**config.mk**
```make
export PLATFORM = sky130hd
export DESIGN_NAME = phase_offset_divider
export DESIGN_NICKNAME = d
export VERILOG_FILES = /design/src/rtl/phase_div_pkg.sv /design/src/rtl/phase_div_datapath.sv /design/src/rtl/phase_div_ctrl.sv /design/src/rtl/phase_offset_divider.sv
export SDC_FILE = /design/constraint.sdc
export NUM_CORES = 1
export LEC_CHECK = 0
export BUFFER_PORTS_ARGS = -buffer_cell sky130_fd_sc_hd__buf_4
export CAP_MARGIN = 20
export CORE_MARGIN = 5
export CORE_UTILIZATION = 63
export DETAILED_ROUTE_END_ITERATION = 6
export GPL_ROUTABILITY_DRIVEN = 0
export PLACE_DENSITY = 0.85
export SYNTH_ARGS = -nofsm -noshare
export SYNTH_HDL_FRONTEND = slang
export SYNTH_SLANG_ARGS = --single-unit
```
**constraint.sdc**
```tcl
create_clock -name clk -period 4.4 [get_ports clk]
set_input_delay 0 -clock clk [delete_from_list [all_inputs] [get_ports clk]]
set_output_delay 0 -clock clk [all_outputs]
set_load 0.01 [all_outputs]
```
**src/rtl/phase_div_pkg.sv**
```systemverilog
package phase_div_pkg;

  // Width of the interpolator step code (0..31, multiples of 4 used)
  localparam int STEP_CODE_W = 5;
  // Number of fine taps per oscillator period is 2**FINE_W
  localparam int FINE_W = 3;

  // Strobes issued by the sequencer to the counter datapath
  typedef struct packed {
    logic loadCfg;     // capture configuration, clear counters, force output low
    logic countDelay;  // advance the offset counter
    logic startPhase;  // offset elapsed: output high, period counter to 1
    logic runPhase;    // normal periodic operation
  } ctrlStrobe_t;

  typedef enum logic [0:0] {
    WAIT_S = 1'b0,
    RUN_S  = 1'b1
  } seqState_t;

endpackage

```
**src/rtl/phase_div_datapath.sv**
```systemverilog
module phase_div_datapath
  import phase_div_pkg::*;
#(
  parameter int DIV_W = 9,
  parameter int DLY_W = 9
) (
  input  logic                   clk,
  input  ctrlStrobe_t            strobe,
  input  logic [DIV_W-1:0]       divN,
  input  logic [DLY_W-1:0]       coarseDelay,
  input  logic [STEP_CODE_W-1:0] stepCode,
  output logic                   delayDone,
  output logic                   clkOut
);

  localparam int OFF_W = DLY_W + FINE_W;
  localparam int PH_W  = DIV_W + FINE_W;

  logic [DIV_W-1:0] divReg;
  logic [OFF_W-1:0] offsetReg;
  logic [OFF_W-1:0] delayCnt;
  logic [PH_W-1:0]  phaseCnt;
  logic             outReg;

  logic [DIV_W-1:0] divNorm;
  logic [OFF_W-1:0] offsetNext;
  logic [PH_W-1:0]  halfPeriod;
  logic [PH_W-1:0]  lastPhase;
  logic             phaseWrap;

  // Divide value 0 is treated as 1
  assign divNorm = (divN == '0) ? DIV_W'(1) : divN;

  // Coarse periods in ticks plus the fine tap (step code rounded down to /4)
  assign offsetNext = {coarseDelay, {FINE_W{1'b0}}} + OFF_W'(stepCode >> 2);

  assign halfPeriod = {1'b0, divReg, 2'b00};
  assign lastPhase  = {divReg, 3'b000} - PH_W'(1);
  assign phaseWrap  = (phaseCnt == lastPhase);

  assign delayDone = (delayCnt == offsetReg);

  // Configuration capture
  always_ff @(posedge clk) begin
    if (strobe.loadCfg) begin
      divReg    <= divNorm;
      offsetReg <= offsetNext;
    end
  end

  // Offset counter
  always_ff @(posedge clk) begin
    if (strobe.loadCfg) begin
      delayCnt <= '0;
    end else if (strobe.countDelay) begin
      delayCnt <= delayCnt + OFF_W'(1);
    end
  end

  // Period counter and output register
  always_ff @(posedge clk) begin
    if (strobe.loadCfg) begin
      phaseCnt <= '0;
      outReg   <= 1'b0;
    end else if (strobe.startPhase) begin
      phaseCnt <= PH_W'(1);
      outReg   <= 1'b1;
    end else if (strobe.runPhase) begin
      phaseCnt <= phaseWrap ? '0 : phaseCnt + PH_W'(1);
      outReg   <= (phaseCnt < halfPeriod);
    end
  end

  assign clkOut = outReg;

endmodule

```
**src/rtl/phase_div_ctrl.sv**
```systemverilog
module phase_div_ctrl
  import phase_div_pkg::*;
(
  input  logic        clk,
  input  logic        rst,
  input  logic        delayDone,
  output ctrlStrobe_t strobe
);

  seqState_t state;
  seqState_t stateNext;

  always_comb begin
    strobe    = '0;
    stateNext = state;
    if (rst) begin
      strobe.loadCfg = 1'b1;
      stateNext      = WAIT_S;
    end else begin
      unique case (state)
        WAIT_S: begin
          if (delayDone) begin
            strobe.startPhase = 1'b1;
            stateNext         = RUN_S;
          end else begin
            strobe.countDelay = 1'b1;
          end
        end
        RUN_S: begin
          strobe.runPhase = 1'b1;
        end
        default: stateNext = WAIT_S;
      endcase
    end
  end

  always_ff @(posedge clk) begin
    state <= stateNext;
  end

endmodule

```
**src/rtl/phase_offset_divider.sv**
```systemverilog
module phase_offset_divider
  import phase_div_pkg::*;
#(
  parameter int DIV_W = 9,
  parameter int DLY_W = 9
) (
  input  logic                   clk,
  input  logic                   rst,
  input  logic [DIV_W-1:0]       divN,
  input  logic [DLY_W-1:0]       coarseDelay,
  input  logic [STEP_CODE_W-1:0] stepCode,
  output logic                   clkOut
);

  ctrlStrobe_t strobe;
  logic        delayDone;

  phase_div_ctrl u_ctrl (
    .clk       (clk),
    .rst       (rst),
    .delayDone (delayDone),
    .strobe    (strobe)
  );

  phase_div_datapath #(
    .DIV_W (DIV_W),
    .DLY_W (DLY_W)
  ) u_dp (
    .clk         (clk),
    .strobe      (strobe),
    .divN        (divN),
    .coarseDelay (coarseDelay),
    .stepCode    (stepCode),
    .delayDone   (delayDone),
    .clkOut      (clkOut)
  );

endmodule

```
== Word level (Yosys, flattened, before mapping) ==
Index checks and enable logic that the tools add are counted.

* Register bits after elaboration: 47
* Bits of input ports: 25

* $add $sub $neg: 4
* Magnitude comparators: 1
* Eq/ne operators: 2
* Muxes and demuxes: 12
* Reductions and logical operators: 3

{| class="wikitable"
|+ Operators by type and width
! kind !! count
|-
| $add 12x1->12 const B || 2
|-
| $eq 12x12->1 || 2
|-
| $add 12x3->12 || 1
|-
| $lt 12x11->1 || 1
|-
| $mux 12 || 1
|-
| $sub 12x1->12 const B || 1
|-
| $logic_not 9->1 || 1
|-
| $mux 1 || 9
|-
| $mux 3 || 1
|-
| $mux 2 || 1
|-
| $reduce_bool 2->1 || 1
|-
| $reduce_or 2->1 || 1
|}

== Logic depth before layout (Yosys ltp) ==
* Word-level depth: 6
* Mapped depth: 9

== Hierarchy ==
Synthesis repeated with hierarchy kept, for this count alone.

* Cells, all modules: 240
* Area total of the unflattened synthesis: 2448.6 um^2

{| class="wikitable"
|+ By module, submodules not included
! module !! times used !! cells each !! area each (um^2)
|-
| phase_div_datapath || 1 || 234 || 2389.8
|-
| phase_div_ctrl || 1 || 6 || 58.8
|}

== Worst setup path after synthesis ==
No wires, ideal clock.

* Path type: register -> register
* Start: register u_dp.divReg[0]
* End: register u_dp.phaseCnt[10]
* Library setup time: 0.135 ns
* Arrival: 1.998 ns
* Required time: 4.265 ns
* Path slack: 2.267 ns
* Stages on the path, launching flop included: 9
* Buffers on the path: 0
* Clock period less this slack: 2.133 ns
* Cell sequence: edfxtp_1 -> inv_1 -> ha_1 -> or4b_4 -> nor4_1 -> nand4b_1 -> a21oi_2 -> o41ai_4 -> nor2_1

* Longest elaborated chain between the ends: 3

{| class="wikitable"
|+ Ends and longest elaborated chain
! item !! line !! source
|-
| start, declared || phase_div_datapath.sv:19 || <nowiki>logic [DIV_W-1:0] divReg;</nowiki>
|-
| start signal, assigned || phase_div_datapath.sv:46 || <nowiki>divReg <= divNorm;</nowiki>
|-
| $sub 12x1->12 || phase_div_datapath.sv:38 || <nowiki>assign lastPhase = {divReg, 3'b000} - PH_W'(1);</nowiki>
|-
| $eq 12x12->1 || phase_div_datapath.sv:39 || <nowiki>assign phaseWrap = (phaseCnt == lastPhase);</nowiki>
|-
| $mux 12 || phase_div_datapath.sv:69 || <nowiki>phaseCnt <= phaseWrap ? '0 : phaseCnt + PH_W'(1);</nowiki>
|-
| end signal, assigned || phase_div_datapath.sv:69 ||
|-
| end, declared || phase_div_datapath.sv:22 || <nowiki>logic [PH_W-1:0] phaseCnt;</nowiki>
|}

No other way between the ends.
A chain may end at the register's enable or synchronous reset.

== Final worst setup path ==
* Start: register u_dp.divReg[0]
* End: register u_dp.phaseCnt[5]

The elaborated chain is that of the path after synthesis.

==> results <==
- The run finished with clean final reports.
- The routed length per instance is 14.8 µm.
- In this run the tightest slew margin relative to its limit is 57.6%.
- Synthesis inferred 47 register bits.
- The number of primary I/O pins is 26.
- In this run, distinct cell masters in the synthesized netlist total 50.
- The master cell of the clock root buffer is sky130_fd_sc_hd__clkbuf_8.
- At the end of the flow, the number of nets in the layout was 321.
- The register area is 1150 µm².
- The switching power total is 192 µW.
- The first detailed-routing pass ran for 4 iterations.
- The type of the most critical hold path is input port to flop.
- The net count of the mapped netlist is 286.
- The final period demand of the worst path is 2.45 ns.
- The core area is 3720 µm².
- From synthesis to final layout, the design area changed by 18.7%.
- The clock network fraction of design power is 29.5%.
- The die width is 72.6 µm.
- Among all flip-flop cells after synthesis, the most frequent one is sky130_fd_sc_hd__dfxtp_1.
- The initial detailed-routing violation count is 126.
- The sequential power share is 59.6%.
- The TritonCTS clock tree is yes.
- Synthesis handed over a netlist of 250 instances.
- The aggregate routed wire length is 4950 µm.
- The worst setup path is captured at a flop.
- Power spread over the standard cell area amounts to 282 nW/µm².
- The number of vias per cell after detailed routing is 5.71.
- Counting every sink on the clock net gives 47.
- The worst setup path is of the flop to flop kind.
- Port buffering added 23 buffers.
- The final critical path takes up 55.7% of the cycle.
- The area of the die is 5270 µm².
- The die span in y is 72.6 µm.
- The share of cells above drive strength 1 is 12.2%.
- The timing-limited maximum frequency is 0.408 GHz.
- The final-report max-slew violation count came to 0.
- The longest clock path from root to sink contains 2 buffers.
- The maximum clock skew at final layout is 0.00923 ns.
- Setup violations remaining at the end of the flow were counted as 0.
- Dividing the synthesized area by the synthesized cell count gives 9.87 µm².
- For the worst setup path, the data required time is 4.56 ns.
- The biggest area contributor in the post-synthesis netlist is sky130_fd_sc_hd__edfxtp_1.
- The share of the Yosys chip area taken by registers is 46.6%.
- Per report_power, the combinational group accounts for 10.9% of the total.
- The arrival time at the worst endpoint is 2.61 ns.
- For the pin with the worst max-slew slack, the measured transition is 0.636 ns.
- The count of inserted antenna diode cells is 0.
- For the final routed database, the setup TNS stands at 0 ns.
- Clock-pin slew was measured on the worst setup and hold paths at 0.08 ns.
- Summing all multi-input logic gate instances after layout gives 1200 µm².
- The number of flops mapped to enable cells by yosys is 21.
- The peak supply drop is 0.236 mV.
- The cell area that synthesis handed to floorplanning was 2470 µm².
- Setup repair after global routing left no endpoint under its margin.
- The total number of vias is 1907.
- The number of antenna violations at the first check in global routing came to 0.
- The leakage power figure is 0.00112 µW.
- TritonCTS created 5 clock buffers.
- The initial utilization of the core area, before any placement, comes to 66.4%.
- Setup slack on the critical path of the routed design comes to 1.95 ns.
- The count of yosys warnings during synthesis is 0.
- The area of placed instances is 2640 µm².
- The wire length of the first global-routing pass is 8570 µm.
- The clock reaches the later pin of the worst-skew pair after 0.30 ns.
- After synthesis, the cell types taking the most area are sky130_fd_sc_hd__edfxtp_1, sky130_fd_sc_hd__dfxtp_1, sky130_fd_sc_hd__xnor2_1, sky130_fd_sc_hd__ha_1, sky130_fd_sc_hd__nor2_1.
- The area fraction of the dominant cell type after synthesis is 25.5%.
- The tool flagged a number of max-cap violations equal to 0.
- In this run the remaining antenna-violating nets after routing total 0.
- Fill cells in the final layout number 233.
- Entering global routing, the biggest net connects 44 pins.
- Of the total power, the share spent switching nets is 23.2%.
- The largest driver fanout on the critical path is 9.
- After legalization and detailed placement, the total HPWL measured 3160 µm.
- The clock tree synthesis step divided the H-tree into 2 levels.
- After floorplanning, the core was divided into 22 placement rows.
- The number of global-route vias before repair is 1870.
- Of all flip-flops after synthesis, the portion carrying an async set or reset was 0%.
- After detailed routing, the number of remaining DRC violations is 0.
- The area of all placed cells without fillers is 2930 µm².
- The cell internal power dissipation is 635 µW.
- The total overflow reported by the global router is 0.
- The worst setup path is launched from a flop.
- The count of final hold-check violations is 0.
- The setup slack at placement is 2.01 ns.
- Global routing consumed, over all layers together, 21.0% of the routing resources.
==> cell families (layout without fill, tap and decap cells) <==
kind of cell,count (synthesis),in the layout,synth area share [%]
AO/OA/AOI/OAI,32,32,9.93
adder cells (fa/ha/maj),11,11,5.58
multiplexers,2,2,0.811
AND/OR/NAND/NOR,92,92,19.8
XOR/XNOR,35,35,12.4
buffers and inverters,31,67,4.81
flip-flops,47,47,46.6
==> power by group through the flow <==
| stage | Combinational (µW) | Clock (µW) | Sequential (µW) |
|---|---|---|---|
| 2_1_floorplan | 49.5 | 0 | 496 |
| 3_3_place_gp | 69.5 | 0 | 501 |
| 3_5_place_dp | 72.6 | 0 | 502 |
| 4_1_cts | 87.6 | 247 | 491 |
| 5_1_grt | 100 | 264 | 495 |
| 6_report | 90.2 | 244 | 492 |
==> sequential cells by signal (all words and copies together), names as in the netlist <==
signal          cells
u_dp.offsetReg     12
u_dp.phaseCnt      12
u_dp.divReg         9
u_dp.clkOut         1
u_dp.delayCnt      12
u_ctrl.state        1
==> per-layer routing <==
layer  wire length [µm]  track usage [%]  vias up
li1                   -                -      958
met1               2220             27.0      888
met2               2350             34.0       48
met3                227             4.41       13
met4                151             9.63        0
met5                  0                0        -
==> layout make-up <==
cell class | count | area share [%]
multi-input cells | 172 | 40.9
flip-flops and latches | 47 | 39.3
repair buffers | 44 | 13.1
clock buffers | 6 | 2.48
well taps | 48 | 2.05
inverters | 15 | 1.92
clock inverters | 2 | 0.299
==> layout by cell type (no fill, tap or decap), types with 2 or more instances in the layout <==
cell / count
sky130_fd_sc_hd__nor3b_1: 2
sky130_fd_sc_hd__mux2i_1: 2
sky130_fd_sc_hd__o211ai_1: 2
sky130_fd_sc_hd__nand2_1: 8
sky130_fd_sc_hd__and4b_1: 2
sky130_fd_sc_hd__xor2_1: 14
sky130_fd_sc_hd__inv_1: 13
sky130_fd_sc_hd__xnor2_1: 21
sky130_fd_sc_hd__nor2_1: 35
sky130_fd_sc_hd__nor4_1: 5
sky130_fd_sc_hd__ha_1: 11
sky130_fd_sc_hd__dfxtp_1: 26
sky130_fd_sc_hd__dlygate4sd3_1: 21
sky130_fd_sc_hd__o21ai_0: 4
sky130_fd_sc_hd__nor2b_1: 2
sky130_fd_sc_hd__edfxtp_1: 21
sky130_fd_sc_hd__clkinv_1: 2
sky130_fd_sc_hd__o21ai_1: 3
sky130_fd_sc_hd__nand3_1: 6
sky130_fd_sc_hd__clkbuf_8: 5
sky130_fd_sc_hd__a21oi_1: 7
sky130_fd_sc_hd__o311ai_1: 2
sky130_fd_sc_hd__and3_1: 3
sky130_fd_sc_hd__nand4_1: 13
sky130_fd_sc_hd__nor3_1: 4
sky130_fd_sc_hd__nand3b_1: 2
sky130_fd_sc_hd__o2111ai_1: 2
sky130_fd_sc_hd__buf_4: 23
==> Yosys cell counts, drive strengths merged, types with 3 or more instances <==
library cell	number
inv	14
nor2	35
ha	11
dfxtp	26
xor2	14
nand4	13
nor3	4
o21ai	7
xnor2	21
and3	3
clkbuf	14
nand2	8
nand3	6
edfxtp	21
a21oi	8
nor4	5
==> repair_timing <==
action | CTS | global route
endpoints found under the hold margin | 21 | 0
buffers inserted | 0 | 0
gates resized for setup | 0 | 0
hold buffers | 21 | 0
==> worst max-delay path, stage by stage, from the launching register on <==
cell and delay [ns]:
sky130_fd_sc_hd__edfxtp_1 0.43, sky130_fd_sc_hd__inv_1 0.11, sky130_fd_sc_hd__ha_1 0.22, sky130_fd_sc_hd__or4b_4 0.50, sky130_fd_sc_hd__nor4_1 0.21, sky130_fd_sc_hd__nand4b_1 0.16
sky130_fd_sc_hd__a21oi_2 0.07, sky130_fd_sc_hd__o41ai_4 0.48, sky130_fd_sc_hd__nor2_1 0.12
==> path summary, 6_finish.rpt <==
check	cells past startpoint	slack [ns]	start	to
worst min register to register	2	0.49	u_dp.phaseCnt[1]	u_dp.phaseCnt[1]
worst max register to register	8	1.95	u_dp.divReg[0]	u_dp.phaseCnt[5]
worst max-delay path	8	1.95	u_dp.divReg[0]	u_dp.phaseCnt[5]
worst min-delay path	2	0.14	rst	u_dp.delayCnt[2]
==> stage by stage <==
step	power [µW]	hold WS, ns	util (%)	std cells
after floorplan	545	0.0989	-	250
after global placement	571	0.178	71.0	305
after detailed placement	574	0.179	71.0	305
after CTS	826	0.128	78.9	334
after global routing	859	0.155	78.9	334
final	827	0.138	78.9	334
Note: power is estimated with default switching activity, not from simulation.
